<file path="src/rtl/mdg_pkg.sv">
package mdg_pkg;
  typedef enum logic [1:0] {
    OP_ADD_INST = 2'd0,
    OP_LINK     = 2'd1,
    OP_ISSUE    = 2'd2,
    OP_DONE     = 2'd3
  } mdg_op_e;
endpackage

</file>
<file path="src/rtl/mdg_event_check.sv">
module mdg_event_check #(
  parameter int NG = 8,
  parameter int CW = 4,
  localparam int GW = (NG > 1) ? $clog2(NG) : 1
) (
  input  logic                   ev_valid,
  input  logic                   ev_ready,
  input  logic [1:0]             ev_op,
  input  logic [GW-1:0]          ev_grp,
  input  logic [GW-1:0]          ev_dst,
  input  logic                   ev_data,
  input  logic [NG-1:0][CW-1:0]  n_inst,
  input  logic [NG-1:0][CW-1:0]  n_iss,
  input  logic [NG-1:0][CW-1:0]  n_done,
  input  logic [NG-1:0][CW-1:0]  n_pred,
  input  logic [NG-1:0][NG-1:0]  links,
  input  logic [NG-1:0]          has_succ,
  input  logic [NG-1:0]          rdy_v,
  input  logic [NG-1:0]          exing_v,
  input  logic [NG-1:0]          exed_v,
  output logic [NG-1:0]          add_inst_v,
  output logic [NG-1:0]          issue_v,
  output logic [NG-1:0]          done_v,
  output logic [NG-1:0]          link_src_v,
  output logic [NG-1:0]          pred_add_v,
  output logic [NG-1:0]          pred_live_v,
  output logic [NG-1:0]          dst_oh,
  output logic                   err
);
  import mdg_pkg::*;

  localparam logic [CW-1:0] CMAX = '1;

  logic          acc, bad, skip, good;
  logic [NG-1:0] grp_oh;
  logic [CW:0]   used;
  mdg_op_e       op;

  assign op  = mdg_op_e'(ev_op);
  assign acc = ev_valid & ev_ready;

  always_comb begin
    grp_oh = '0;
    dst_oh = '0;
    grp_oh[ev_grp] = 1'b1;
    dst_oh[ev_dst] = 1'b1;
  end

  assign used = {1'b0, n_iss[ev_grp]} + {1'b0, n_done[ev_grp]};

  always_comb begin
    bad  = 1'b0;
    skip = 1'b0;
    unique case (op)
      OP_ADD_INST: bad = has_succ[ev_grp] | (n_inst[ev_grp] == CMAX);
      OP_LINK: begin
        skip = ~ev_data & exing_v[ev_grp];
        bad  = (ev_dst == ev_grp) | exed_v[ev_grp] | links[ev_grp][ev_dst] |
               (~skip & (n_pred[ev_dst] == CMAX));
      end
      OP_ISSUE: bad = ~rdy_v[ev_grp] | (used >= {1'b0, n_inst[ev_grp]});
      OP_DONE:  bad = (n_iss[ev_grp] == '0);
      default:  bad = 1'b1;
    endcase
  end

  assign err  = acc & bad;
  assign good = acc & ~bad;

  always_comb begin
    add_inst_v  = '0;
    issue_v     = '0;
    done_v      = '0;
    link_src_v  = '0;
    pred_add_v  = '0;
    pred_live_v = '0;
    if (good) begin
      unique case (op)
        OP_ADD_INST: add_inst_v = grp_oh;
        OP_ISSUE:    issue_v    = grp_oh;
        OP_DONE:     done_v     = grp_oh;
        OP_LINK: if (!skip) begin
          link_src_v = grp_oh;
          pred_add_v = dst_oh;
          if (exing_v[ev_grp]) pred_live_v = dst_oh;
        end
        default: ;
      endcase
    end
  end
endmodule

</file>
<file path="src/rtl/mdg_group_cell.sv">
module mdg_group_cell #(
  parameter int NG = 8,
  parameter int CW = 4,
  parameter int LW = 4
) (
  input  logic          clk,
  input  logic          rst_n,
  input  logic          add_inst,
  input  logic          issue,
  input  logic          done,
  input  logic [LW-1:0] cyc_in,
  input  logic          link_set,
  input  logic [NG-1:0] link_dst,
  input  logic          link_data,
  input  logic          pred_add,
  input  logic          pred_live,
  input  logic          ord_rel,
  input  logic          dat_start,
  input  logic          dat_done,
  input  logic [LW-1:0] crit_src,
  output logic          waiting,
  output logic          pending,
  output logic          ready,
  output logic          executing,
  output logic          executed,
  output logic [CW-1:0] n_inst_o,
  output logic [CW-1:0] n_iss_o,
  output logic [CW-1:0] n_done_o,
  output logic [CW-1:0] n_pred_o,
  output logic [NG-1:0] succ_ord,
  output logic [NG-1:0] succ_dat,
  output logic          start_o,
  output logic          fin_o,
  output logic [LW-1:0] crit_next,
  output logic [LW-1:0] crit_o
);
  logic [CW-1:0] n_inst, n_iss, n_done, n_pred, n_pex, n_pdn;
  logic [LW-1:0] crit_mem, crit_pred;
  logic [CW:0]   pred_seen, left;
  logic          pex_inc;

  assign pred_seen = {1'b0, n_pex} + {1'b0, n_pdn};
  assign left      = {1'b0, n_inst} - {1'b0, n_done};

  assign waiting   = {1'b0, n_pred} > pred_seen;
  assign pending   = (n_pex != '0) && (pred_seen == {1'b0, n_pred});
  assign ready     = (n_pdn == n_pred);
  assign executing = (n_iss != '0) && ({1'b0, n_iss} == left);
  assign executed  = (n_done == n_inst);

  assign start_o   = issue && (({1'b0, n_iss} + 1'b1) == left);
  assign fin_o     = done && (({1'b0, n_done} + 1'b1) == {1'b0, n_inst});
  assign crit_next = (issue && cyc_in > crit_mem) ? cyc_in : crit_mem;
  assign pex_inc   = pred_live | dat_start;

  assign n_inst_o = n_inst;
  assign n_iss_o  = n_iss;
  assign n_done_o = n_done;
  assign n_pred_o = n_pred;
  assign crit_o   = crit_pred;

  always_ff @(posedge clk) begin
    if (!rst_n) begin
      n_inst    <= '0;
      n_iss     <= '0;
      n_done    <= '0;
      n_pred    <= '0;
      n_pex     <= '0;
      n_pdn     <= '0;
      succ_ord  <= '0;
      succ_dat  <= '0;
      crit_mem  <= '0;
      crit_pred <= '0;
    end else begin
      if (add_inst) n_inst <= n_inst + 1'b1;
      if (issue)    n_iss  <= n_iss + 1'b1;
      if (done) begin
        n_iss  <= n_iss - 1'b1;
        n_done <= n_done + 1'b1;
      end
      if (link_set) begin
        if (link_data) succ_dat <= succ_dat | link_dst;
        else           succ_ord <= succ_ord | link_dst;
      end
      if (pred_add) n_pred <= n_pred + 1'b1;
      n_pex <= n_pex + CW'(pex_inc) - CW'(dat_done);
      if (ord_rel | dat_done) n_pdn <= n_pdn + 1'b1;
      crit_mem <= fin_o ? '0 : crit_next;
      if (pex_inc) begin
        if (crit_src > crit_pred) crit_pred <= crit_src;
      end else if (waiting && crit_pred != '0) begin
        crit_pred <= crit_pred - 1'b1;
      end
    end
  end
endmodule

</file>
<file path="src/rtl/mdg_scoreboard.sv">
module mdg_scoreboard #(
  parameter int NG = 8,
  parameter int CW = 4,
  parameter int LW = 4,
  localparam int GW = (NG > 1) ? $clog2(NG) : 1
) (
  input  logic             clk,
  input  logic             rst_n,
  input  logic             ev_valid,
  output logic             ev_ready,
  input  logic [1:0]       ev_op,
  input  logic [GW-1:0]    ev_grp,
  input  logic [GW-1:0]    ev_dst,
  input  logic             ev_data,
  input  logic [LW-1:0]    ev_cycles,
  output logic             ev_err,
  output logic [NG-1:0]    grp_waiting,
  output logic [NG-1:0]    grp_pending,
  output logic [NG-1:0]    grp_ready,
  output logic [NG-1:0]    grp_executing,
  output logic [NG-1:0]    grp_executed,
  output logic [NG*LW-1:0] grp_crit
);
  logic [NG-1:0][CW-1:0] n_inst, n_iss, n_done, n_pred;
  logic [NG-1:0][NG-1:0] succ_ord, succ_dat, links;
  logic [NG-1:0][LW-1:0] crit_next;
  logic [NG-1:0]         has_succ, start_v, fin_v;
  logic [NG-1:0]         add_inst_v, issue_v, done_v, link_src_v, pred_add_v, pred_live_v, dst_oh;
  logic [NG-1:0]         ord_rel, dat_start, dat_done;
  logic [LW-1:0]         crit_src;
  logic                  rdy_q;

  always_ff @(posedge clk) begin
    if (!rst_n) rdy_q <= 1'b0;
    else        rdy_q <= 1'b1;
  end
  assign ev_ready = rdy_q;

  always_comb begin
    for (int g = 0; g < NG; g++) begin
      links[g]    = succ_ord[g] | succ_dat[g];
      has_succ[g] = |links[g];
    end
  end

  mdg_event_check #(.NG(NG), .CW(CW)) u_dec (
    .ev_valid   (ev_valid),
    .ev_ready   (ev_ready),
    .ev_op      (ev_op),
    .ev_grp     (ev_grp),
    .ev_dst     (ev_dst),
    .ev_data    (ev_data),
    .n_inst     (n_inst),
    .n_iss      (n_iss),
    .n_done     (n_done),
    .n_pred     (n_pred),
    .links      (links),
    .has_succ   (has_succ),
    .rdy_v      (grp_ready),
    .exing_v    (grp_executing),
    .exed_v     (grp_executed),
    .add_inst_v (add_inst_v),
    .issue_v    (issue_v),
    .done_v     (done_v),
    .link_src_v (link_src_v),
    .pred_add_v (pred_add_v),
    .pred_live_v(pred_live_v),
    .dst_oh     (dst_oh),
    .err        (ev_err)
  );

  // Release fan-out: column j of each matrix collects the sources feeding group j.
  always_comb begin
    for (int j = 0; j < NG; j++) begin
      ord_rel[j]   = 1'b0;
      dat_start[j] = 1'b0;
      dat_done[j]  = 1'b0;
      for (int g = 0; g < NG; g++) begin
        ord_rel[j]   = ord_rel[j]   | (start_v[g] & succ_ord[g][j]);
        dat_start[j] = dat_start[j] | (start_v[g] & succ_dat[g][j]);
        dat_done[j]  = dat_done[j]  | (fin_v[g]   & succ_dat[g][j]);
      end
    end
  end

  assign crit_src = crit_next[ev_grp];

  for (genvar g = 0; g < NG; g++) begin : g_cell
    mdg_group_cell #(.NG(NG), .CW(CW), .LW(LW)) u_cell (
      .clk       (clk),
      .rst_n     (rst_n),
      .add_inst  (add_inst_v[g]),
      .issue     (issue_v[g]),
      .done      (done_v[g]),
      .cyc_in    (ev_cycles),
      .link_set  (link_src_v[g]),
      .link_dst  (dst_oh),
      .link_data (ev_data),
      .pred_add  (pred_add_v[g]),
      .pred_live (pred_live_v[g]),
      .ord_rel   (ord_rel[g]),
      .dat_start (dat_start[g]),
      .dat_done  (dat_done[g]),
      .crit_src  (crit_src),
      .waiting   (grp_waiting[g]),
      .pending   (grp_pending[g]),
      .ready     (grp_ready[g]),
      .executing (grp_executing[g]),
      .executed  (grp_executed[g]),
      .n_inst_o  (n_inst[g]),
      .n_iss_o   (n_iss[g]),
      .n_done_o  (n_done[g]),
      .n_pred_o  (n_pred[g]),
      .succ_ord  (succ_ord[g]),
      .succ_dat  (succ_dat[g]),
      .start_o   (start_v[g]),
      .fin_o     (fin_v[g]),
      .crit_next (crit_next[g]),
      .crit_o    (grp_crit[g*LW +: LW])
    );
  end
endmodule

</file>
<file path="config.mk">
export PLATFORM = sky130hd
export DESIGN_NAME = mdg_scoreboard
export DESIGN_NICKNAME = d
export VERILOG_FILES = /design/src/rtl/mdg_pkg.sv /design/src/rtl/mdg_event_check.sv /design/src/rtl/mdg_group_cell.sv /design/src/rtl/mdg_scoreboard.sv
export SDC_FILE = /design/constraint.sdc
export NUM_CORES = 1
export LEC_CHECK = 0
export ABC_AREA = 1
export CAP_MARGIN = 20
export CORE_MARGIN = 2
export CORE_UTILIZATION = 53
export DETAILED_ROUTE_END_ITERATION = 10
export DONT_BUFFER_PORTS = 1
export GPL_TIMING_DRIVEN = 0
export PLACE_DENSITY = 0.68
export REMOVE_ABC_BUFFERS = 1
export SLEW_MARGIN = 5
export SYNTH_ARGS = -nofsm -noshare
export SYNTH_HDL_FRONTEND = slang
export SYNTH_SLANG_ARGS = --single-unit
</file>
<file path="constraint.sdc">
create_clock -name clk -period 9.75 [get_ports clk]
set_clock_uncertainty 0.2 [all_clocks]
set_input_delay 0.4875 -clock clk [delete_from_list [all_inputs] [get_ports clk]]
set_output_delay 0.4875 -clock clk [all_outputs]
set_load 0.1 [all_outputs]
</file>
---- Word-level counts from Yosys, hierarchy flattened ----
Cells that the tools add are included.
storage, ports and cells
  bits in registers ....................... 385
  latch bits .............................. 0
  memory bits (writable) .................. 0
  ROM bits ................................ 0
  input port bits ......................... 16
  output and inout port bits .............. 74
  logic and storage cells ................. 917
  memories ................................ 0
cells by class
  add/sub/neg operators ................... 105
  multiply operators ...................... 0
  div/mod/pow operators ................... 0
  order comparisons ....................... 29
  equal/unequal tests ..................... 62
  shift operators ......................... 0
  multiplexer cells ....................... 93
  bitwise gates (word level) .............. 415
  reductions and logical operators ........ 132
operators with widths
  cell                   number
  $mux W4                53
  $and A1 B1 Y1          197
  $or A8 B8 Y8           24
  $or A1 B1 Y1           189
  $add A4 B1 Y4 const B  40
  $mux W8                17
  $reduce_bool A4 Y1     24
  $add A4 B1 Y5 const B  16
  $eq A5 B4 Y1           16
  $eq A4 B4 Y1           16
  $gt A4 B4 Y1           16
  $reduce_or A8 Y1       8
  $sub A4 B1 Y4 const B  16
  $bmux W4 S3            5
  $logic_and A1 B1 Y1    50
  $reduce_and A2 Y1      24
  $add A4 B4 Y5          9
  $eq A4 B5 Y1           8
  $eq A5 B5 Y1           8
  $gt A4 B5 Y1           8
  $sub A4 B4 Y5          8
  $add A4 B1 Y4          8
  $reduce_bool A2 Y1     16
  $sub A4 B1 Y4          8
  other kinds (17)       52

---- Depth between registers and ports, before layout ----
Gate-level depths: netlist of the first run.
  depth in word-level cells ............... 25
  depth in mapped cells ................... 42
  depth with buffers taken out ............ 40

---- Modules after synthesis ----
From an unflattened synthesis of the first run, not the netlist that was laid out.
second synthesis, totals
  cell total of the unflattened synthesis .. 4,712
  area total of the unflattened synthesis .. 30,450.5 µm²
modules (own cells, without submodules)
  module                                  instances  cells each  area an instance (µm²)  seq. area each (µm²)
  mdg_group_cell at g_cell[0].u_cell ...  6          432         3,084.2                 960.9
  mdg_event_check                         1          687         3,261.9                 0.0
  mdg_group_cell at g_cell[7].u_cell      1          434         3,113.0                 960.9
  mdg_group_cell at g_cell[5].u_cell      1          434         3,110.5                 960.9
  mdg_scoreboard                          1          565         2,459.9                 20.0

---- Worst setup path before layout of the first run ----
Ideal clock, no wire load.
  kind .................................... input port to flip-flop
  from .................................... in ev_grp[2]
  to ...................................... reg g_cell[2].u_cell.crit_pred[3]
  library setup time ...................... 0.111 ns
  arrival time ............................ 5.531 ns
  data required time ...................... 9.439 ns
  path slack .............................. 3.907 ns
  cell stages on the path ................. 36
  path buffers ............................ 3
  cells stage by stage .................... buf_4 -> nor2_4 -> nand2_4 -> clkbuf_1 -> o22ai_1 -> or4_1 -> fa_1 -> ha_1 -> a21boi_0 -> o21ai_0 -> nand2_1 -> a21oi_1 -> nand2_1 -> nand2_1 -> inv_1 -> a21oi_1 -> nand2_2 -> nand2_4 -> buf_4 -> nand4_1 -> o21ai_0 -> nand2_1 -> nand2_1 -> nor2_1 -> nand2_1 -> inv_1 -> ha_1 -> inv_1 -> o21bai_1 -> nand3_1 -> a21boi_0 -> nand2_1 -> nand2_1 -> nand2_1 -> nor2_1 -> nor2_1
between the ends
  longest elaborated chain between the ends .. 22
  elaborated cells between the ends (all ways) .. 95
  classes of those cells .................. add/sub: 1; order compare: 4; eq/ne: 3; mux: 40; bitwise: 27; reduce/logical: 20
ends and longest elaborated chain
  element                                                 line                  text
  start, declared                                         mdg_scoreboard.sv:12  input logic [GW-1:0] ev_grp,
  branches (longest 22 deep; another with $add A4 B4 Y5)  --
  end signal, assigned                                    mdg_group_cell.sv:90  if (crit_src > crit_pred) crit_pred <= crit_src;
  end signal, assigned                                    mdg_group_cell.sv:92  crit_pred <= crit_pred - 1'b1;
  end, declared                                           mdg_group_cell.sv:38  logic [LW-1:0] crit_mem, crit_pred;
Several ways; the timed one is not identified. The select of a mux whose other input is x is not followed.
A chain may end at the register's enable or synchronous reset.

---- Worst setup path in the final report of the first run ----
  from .................................... in ev_grp[1]
  to ...................................... reg g_cell[2].u_cell.crit_pred[3]
Same word-level chain as after synthesis.

==> results.md, run 1 <==
* Worst rel slew slack at between 20% and 30%
* Vias per inst at roughly 5.8
* Synth cell types at 54
* IO buf count at 0
* Pins over their slew limit at 0
* Fin crit share at a little under nine tenths
* Gpl congestion at around 1.0
* Routed met1 length at 44200 microns
* Max Cap Violations at 0
* Via count at between 20000 and 30000
* Syn Area/Cell at between 6 and 7 sq um
* Leakage at 15.7 nW
* Crit. End Element: flip-flop
* Yosys reg bits at around 390
* Worst skew pair latency at approximately 600 ps
* Mapped cell area at 0.0291 sq mm
* Post-route minimum period at between 8000 and 9000 ps
* Total grt overflow at 0
* Core area at between 0.05 and 0.06 sq mm
* Worst vdd ir at ~130 uV
* Highest routed layer: met4
* Worst-path clk slew at ~60 ps
* Area Growth Syn to Fin at 10.4%
* Top delay family on crit path: simple AND/OR/NAND/NOR gates
* Met3 wire len at about 12000 microns
* Post-synthesis cell count at around 4400
* Layout net count at ~4700
* Critical setup path kind: in -> reg
* Power per cell area at between 100 and 150 mW/mm^2
* Post-CTS Resized at 0
* Layout cells sized above 1 at under 10%
* Total Wirelength at about 110000 microns
* Count of final setup violators at 0
* DRC at 0
* Vias in the first global route at 26907
* Synth warn at 0
* Root Driver: clkbuf_16
* CP max FO at 25
* Worst min path class: in -> reg
* First-pass GRT wire length at 159000 microns
* Worst-Margin Slew at roughly 1200 ps
* Worst Path Arrival at approximately 8600 ps
* Gr usage total at 36.5%
* Initial core utilization at 53.8%
* Cell mode on critical path: nand2_1
* Initial antenna violation count at 0
* Ys async rst share at 0%
* TNS Setup at 0 ps
* Detailed placement HPWL at 76800 microns
* Die area at roughly 0.057 sq mm
* Met2 wire length at 44200 microns
* Register area share after synthesis at 26.5%
* Synth area leaders: dfxtp_1, ha_1, nand2_1
* Outcome: finished clean
* Max clock buf depth at 3
* Die Width at between 200 and 250 microns
* Worst Path Buf+Inv at 4
* Top_reg_cell synth: dfxtp_1
* Top-area cell type share of the netlist area at a little over a quarter
* Worst path slowest cell: nand2_1
* Largest net degree at the start of global routing at around 200
* Regs by FF count: g_cell.u_cell.succ_dat (64), g_cell.u_cell.succ_ord (64)
* Max frequency at between 100 and 150 MHz
* I/O Pins at 90
* Post-route total power at between 3 and 4 mW
* Worst setup SP type: input port
* RSZ-0062 raised after global routing: no
* Max H-tree Level at 2
* EDFF count, synth at 0
* Drt pass-1 iters at 6
* Synth area leader: dfxtp_1
* Die height at 238 microns
* Routed Antenna Nets at 0
* Required @ worst endpoint at 10030 ps
* Row cnt at 85
* Final hold vios at 0
* CTS tree: done
* Initial detailed-routing violation count at 3401
* Slowest cell delay on critical path at between 600 and 700 ps
* CTS Buf Count at 47
* Wire per inst at about 21 microns
* Clock sink count at approximately 390
final cells by class:
cell class / instances / area (sq um)
repair buffers: 70 / 1060
well taps: 696 / 871
flip-flops and latches: 385 / 7710
inverters: 644 / 2420
diodes: 1 / 2.50
clock inverters: 8 / 143
multi-input cells: 3227 / 18400
clock buffers: 71 / 1440
fillers: 5290 / 22000
cell families (layout without fill, tap and decap cells):
group	Yosys count	count (layout)	synth area share, %
XOR/XNOR	155	155	4.67
flip-flops	385	385	26.5
adder cells (fa/ha/maj)	313	313	14.3
AO/OA/AOI/OAI	675	675	12.5
other	0	1	0
buffers and inverters	780	793	10.9
AND/OR/NAND/NOR	2084	2084	31.1
metrics by stage:
stage / hold slack, ps / setup WS [ps] / instances / utilization, % / instance area (sq um)
floorplan: 207 / 3780 / 4256 / - / 28300
global placement: 215 / 82.7 / 4952 / 54.0 / 29200
detailed placement: 219 / 1090 / 5008 / 56.1 / 30300
CTS: 15.4 / 1720 / 5094 / 59.2 / 32000
global route: 59.9 / 965 / 5101 / 59.4 / 32100
finish: 52.4 / 1420 / 5102 / 59.4 / 32100
report_power, final:
part	switching (mW)	internal [mW]
clock network	0.734	1.11
logic	0.228	0.0776
registers	0.00701	1.58
repair_timing:
item / in CTS / in global routing
hold buffers: 7 / 1
setup endpoints to repair: 0 / 0
endpoints found under the hold margin: 238 / 2
buffers inserted: 0 / 0
layout by cell type (no fill, tap or decap), types with 14 or more instances in the layout:
master / Yosys / final
a21oi_1: 348 / 347
ha_1: 280 / 280
o22ai_1: 30 / 30
nor2_2: 12 / 20
nand3_2: 16 / 16
dfxtp_1: 385 / 385
nor3_2: 1 / 19
nand4_1: 91 / 91
inv_2: 14 / 14
or2_2: 23 / 23
nor2_1: 550 / 540
xor2_1: 100 / 100
xnor2_1: 55 / 55
nand2_1: 926 / 926
nand3_1: 347 / 347
nor3_1: 47 / 29
a211oi_1: 14 / 14
fa_1: 33 / 33
o21ai_0: 201 / 201
buf_16: 0 / 20
clkbuf_16: 0 / 49
inv_1: 624 / 624
worst paths after layout:
path / start / endpoint / slack [ps] / cells past startpoint
hold / removal: ev_data / g_cell[2].u_cell.succ_ord[5] / 50 / 3
setup reg to reg: g_cell[5].u_cell.n_done_o[0] / g_cell[2].u_cell.crit_o[3] / 2150 / 34
hold reg to reg: g_cell[4].u_cell.succ_dat[4] / g_cell[4].u_cell.succ_dat[4] / 230 / 2
setup / recovery: ev_grp[1] / g_cell[2].u_cell.crit_o[3] / 1420 / 35
Yosys cell counts, types with 5 or more instances:
cell type / number
a31oi_1: 17
clkbuf_1: 51
nand4_1: 91
buf_4: 53
o21ai_0: 201
ha_1: 280
a21oi_1: 348
or2_2: 23
nand3_2: 16
o211ai_1: 11
a211oi_1: 14
nor2_2: 12
xor2_1: 100
o21a_1: 6
buf_1: 10
o22ai_1: 30
nor2_4: 6
nand4_2: 5
a22oi_1: 9
inv_1: 624
buf_2: 19
nand2_2: 13
inv_2: 14
dfxtp_1: 385
nor3_1: 47
o21ai_1: 8
fa_1: 33
nor2b_1: 6
nor4_1: 23
clkinv_1: 6
nand3_1: 347
nor2_1: 550
a21boi_0: 8
xnor2_1: 55
nand2_1: 926
o21bai_1: 8
per-layer routing:
layer | vias up | GRT usage, %
met1 | 13514 | 49.6
met3 | 297 | 8.97
li1 | 14245 | -
met4 | 0 | 15.4
met2 | 1528 | 55.0
met5 | - | 0
worst min-delay path, stage by stage:
cell     delay, ps
nor3_2         110
a21oi_1        160
nor2_1          50
Power figures use the tool's default switching activity.
==> inputs of run 2 (changes only) <==
--- a/config.mk
+++ b/config.mk
@@ -9,6 +9,7 @@
 export CAP_MARGIN = 20
 export CORE_MARGIN = 2
 export CORE_UTILIZATION = 53
+export CTS_BUF_LIST = sky130_fd_sc_hd__clkbuf_4
 export DETAILED_ROUTE_END_ITERATION = 10
 export DONT_BUFFER_PORTS = 1
 export GPL_TIMING_DRIVEN = 0
@@ -18,3 +19,4 @@
 export SYNTH_ARGS = -nofsm -noshare
 export SYNTH_HDL_FRONTEND = slang
 export SYNTH_SLANG_ARGS = --single-unit
+export TNS_END_PERCENT = 50
==> results.md, run 2 (synthesis results as in run 1) <==
* Max H-tree Level at 3 (+1)
* Total grt overflow at 0 (unchanged)
* Met2 Use GR at 54.8% (-0.16 points)
* Worst rel slew slack at 16.6% (-4.1 points)
* Max clock buf depth at 3 (unchanged)
* Switch share at 29.6% (+3.6 points)
* Crit. End Element: flip-flop
* Layout net count at 4777 (+1.6%)
* Met3 GRT Util at 10.4% (+1.5 points)
* Post-CTS Resized at 0 (unchanged)
* Vias in the first global route at 27518 (+2.3%)
* Reg2reg setup slack at 2190 ps (+40 ps)
* TNS Setup at 0 ps (unchanged)
* Initial core utilization at 53.8% (unchanged)
* Max Cap Violations at 0 (unchanged)
* Regs by FF count: g_cell.u_cell.succ_dat (64), g_cell.u_cell.succ_ord (64)
* Worst setup SP type: input port
* CTS tree: done
* Drt pass-1 iters at 9 (+3)
* I/O Pins at 90 (unchanged)
* Final hold vios at 0 (unchanged)
* Post-CTS Hold Buffers at 17 (+10)
* Sequential power share at 45.8% (+3.4 points)
* Worst hold start: ev_grp[2]
* Slowest cell delay on critical path at 820 ps (+150 ps)
* Outcome: finished clean
* Die area at 0.0567 sq mm (unchanged)
* IO buf count at 0 (unchanged)
* Hold path endpoint: g_cell[4].u_cell.succ_ord[2]
* Total Wirelength at 106000 microns (+0.49%)
* Initial detailed-routing violation count at 3791 (+11%)
* Hold slack at 72.7 ps (+20.3 ps)
* Cell mode on critical path: nand2_1
* Vias per inst at 5.76 (-0.67%)
* Worst-path clk slew at 70 ps (about the same)
* Worst Path Arrival at 9020 ps (+410 ps)
* Layout Cells excl Fill at 5238 (+2.7%)
* Commonest non-fill, non-tap cell in the layout: nand2_1
* Cells after DPL at 5008 (unchanged)
* Fin area at 0.0320 sq mm (-0.29%)
* Wire per inst at 20.2 microns (-2.1%)
* Worst skew pair latency at 940 ps (+340 ps)
* Die Width at 238 microns (unchanged)
* Fin crit share at 86.7% (+1.3 points)
* Routed Antenna Nets at 0 (unchanged)
* Max frequency at 118 MHz (-1.5%)
* Detailed placement HPWL at 76800 microns (unchanged)
* Worst-Margin Slew at 1250 ps (+63.6 ps)
* RR Endpoint: g_cell[3].u_cell.crit_o[0]
* Commonest non-fill, non-tap cells in the layout: nand2_1, inv_1, nor2_1
* Worst hold stages at 6 (+3)
* Power per cell area at 108 mW/mm^2 (-7.2%)
* Most used routing layer in global routing: met2
* Int Power at 2.43 mW (-12%)
* Clock sink count at 385 (unchanged)
* Post-CTS Setup Repair Bufs at 0 (unchanged)
* Worst reg2reg startpoint: g_cell[4].u_cell.n_iss_o[0]
* Core area at 0.0540 sq mm (unchanged)
* Count of final setup violators at 0 (unchanged)
* Die height at 238 microns (unchanged)
* Gr usage total at 36.7% (+0.28 points)
* Worst path slowest cell: dlygate4sd3_1
* Via count at 30169 (+2.0%)
* Placed Area at 0.0303 sq mm (unchanged)
* Critical setup path kind: in -> reg
* First-pass GRT wire length at 160000 microns (+0.85%)
* Required @ worst endpoint at 10320 ps (+290 ps)
* Initial antenna violation count at 2 (+2)
* Row cnt at 85 (unchanged)
* CP max FO at 25 (unchanged)
* Pins over their slew limit at 0 (unchanged)
* Psw at 1.02 mW (+5.4%)
* Layout cells sized above 1 at 8.31% (+2.1 points)
* Gpl congestion at 1.05 (unchanged)
* Worst vdd ir at 79.4 uV (-38%)
* Clock network power share at 45.2% (-4.2 points)
* CTS Buf Count at 112 (+140%)
* Area Growth Syn to Fin at 10.1%
* Post-route minimum period at 8450 ps (+127 ps)
* DRC at 0 (unchanged)
* R2R depth at 36 (+5.9%)
* Worst min path class: in -> reg
* Largest net degree at the start of global routing at 205 (+4.6%)
* RSZ-0062 raised after global routing: no
* Root Driver: clkbuf_4
* GRT met1 Usage at 49.3% (-0.36 points)
* Comb power frac at 9.0% (+0.8 points)
* Leakage at 15.8 nW (+0.64%)
==> run 2: changes by cell type in the layout (fill, tap and decap cells not counted), sizes merged <==
cell,previous run,this run
clkbuf,71,167
clkinv,9,38
dlygate4sd3,7,16
bufinv,4,0
diode,1,5
inv,638,641
buf,63,62
==> run 2: power by group through the flow <==
stage          clock, mW  combinational, mW  sequential, mW
3_5_place_dp           0              0.275            1.62
2_1_floorplan          0              0.174            1.62
3_3_place_gp           0              0.256            1.62
5_1_grt             1.66              0.334            1.58
4_1_cts             1.57              0.303            1.58
6_report            1.56              0.313            1.58
==> run 2: worst max path at each step <==
stage	start	endpoint	slack (ps)	cells after the start
6_report	ev_grp[2]	g_cell[3].u_cell.crit_o[0]	1300	35
3_5_place_dp	ev_grp[1]	g_cell[2].u_cell.crit_o[3]	1090	35
2_1_floorplan	g_cell[4].u_cell.n_done_o[2]	g_cell[7].u_cell.n_pex[2]	3780	26
4_1_cts	ev_grp[2]	g_cell[2].u_cell.crit_o[3]	1550	35
3_3_place_gp	ev_grp[0]	g_cell[1].u_cell.crit_o[0]	80	34
5_1_grt	ev_grp[2]	g_cell[2].u_cell.crit_o[3]	950	35
==> run 2: layer usage <==
layer / wire [microns] / vias up
li1: - / 14476
met1: 44300 / 13734
met2: 43800 / 1593
met3: 12400 / 364
met4: 5210 / 2
met5: 36 / -
==> run 2: per-stage QoR <==
stage	worst slack (ps)	power [mW]	utilization (%)
3_5_place_dp	1090	1.89	56.1
6_report	1300	3.46	59.2
2_1_floorplan	3780	1.79	-
4_1_cts	1550	3.46	59.0
5_1_grt	953	3.57	59.2
3_3_place_gp	82.7	1.87	54.0
==> run 2: worst max-delay path: cells and delay by family <==
kind            cells  cell delay, ps
compound gates      8            1480
fa+ha+maj           3            1170
buf+inv             6            2370
simple gates       18            3430
==> run 2: cell type report <==
class                      count  area, sq um
antenna                        5         12.5
clock buffer                 167         1250
clock inverter                36          149
fill                        5368        22000
inverter                     644         2420
multi-input combinational   3227        18400
sequential                   385         7710
tap                          696          871
timing repair buffer          78         1130
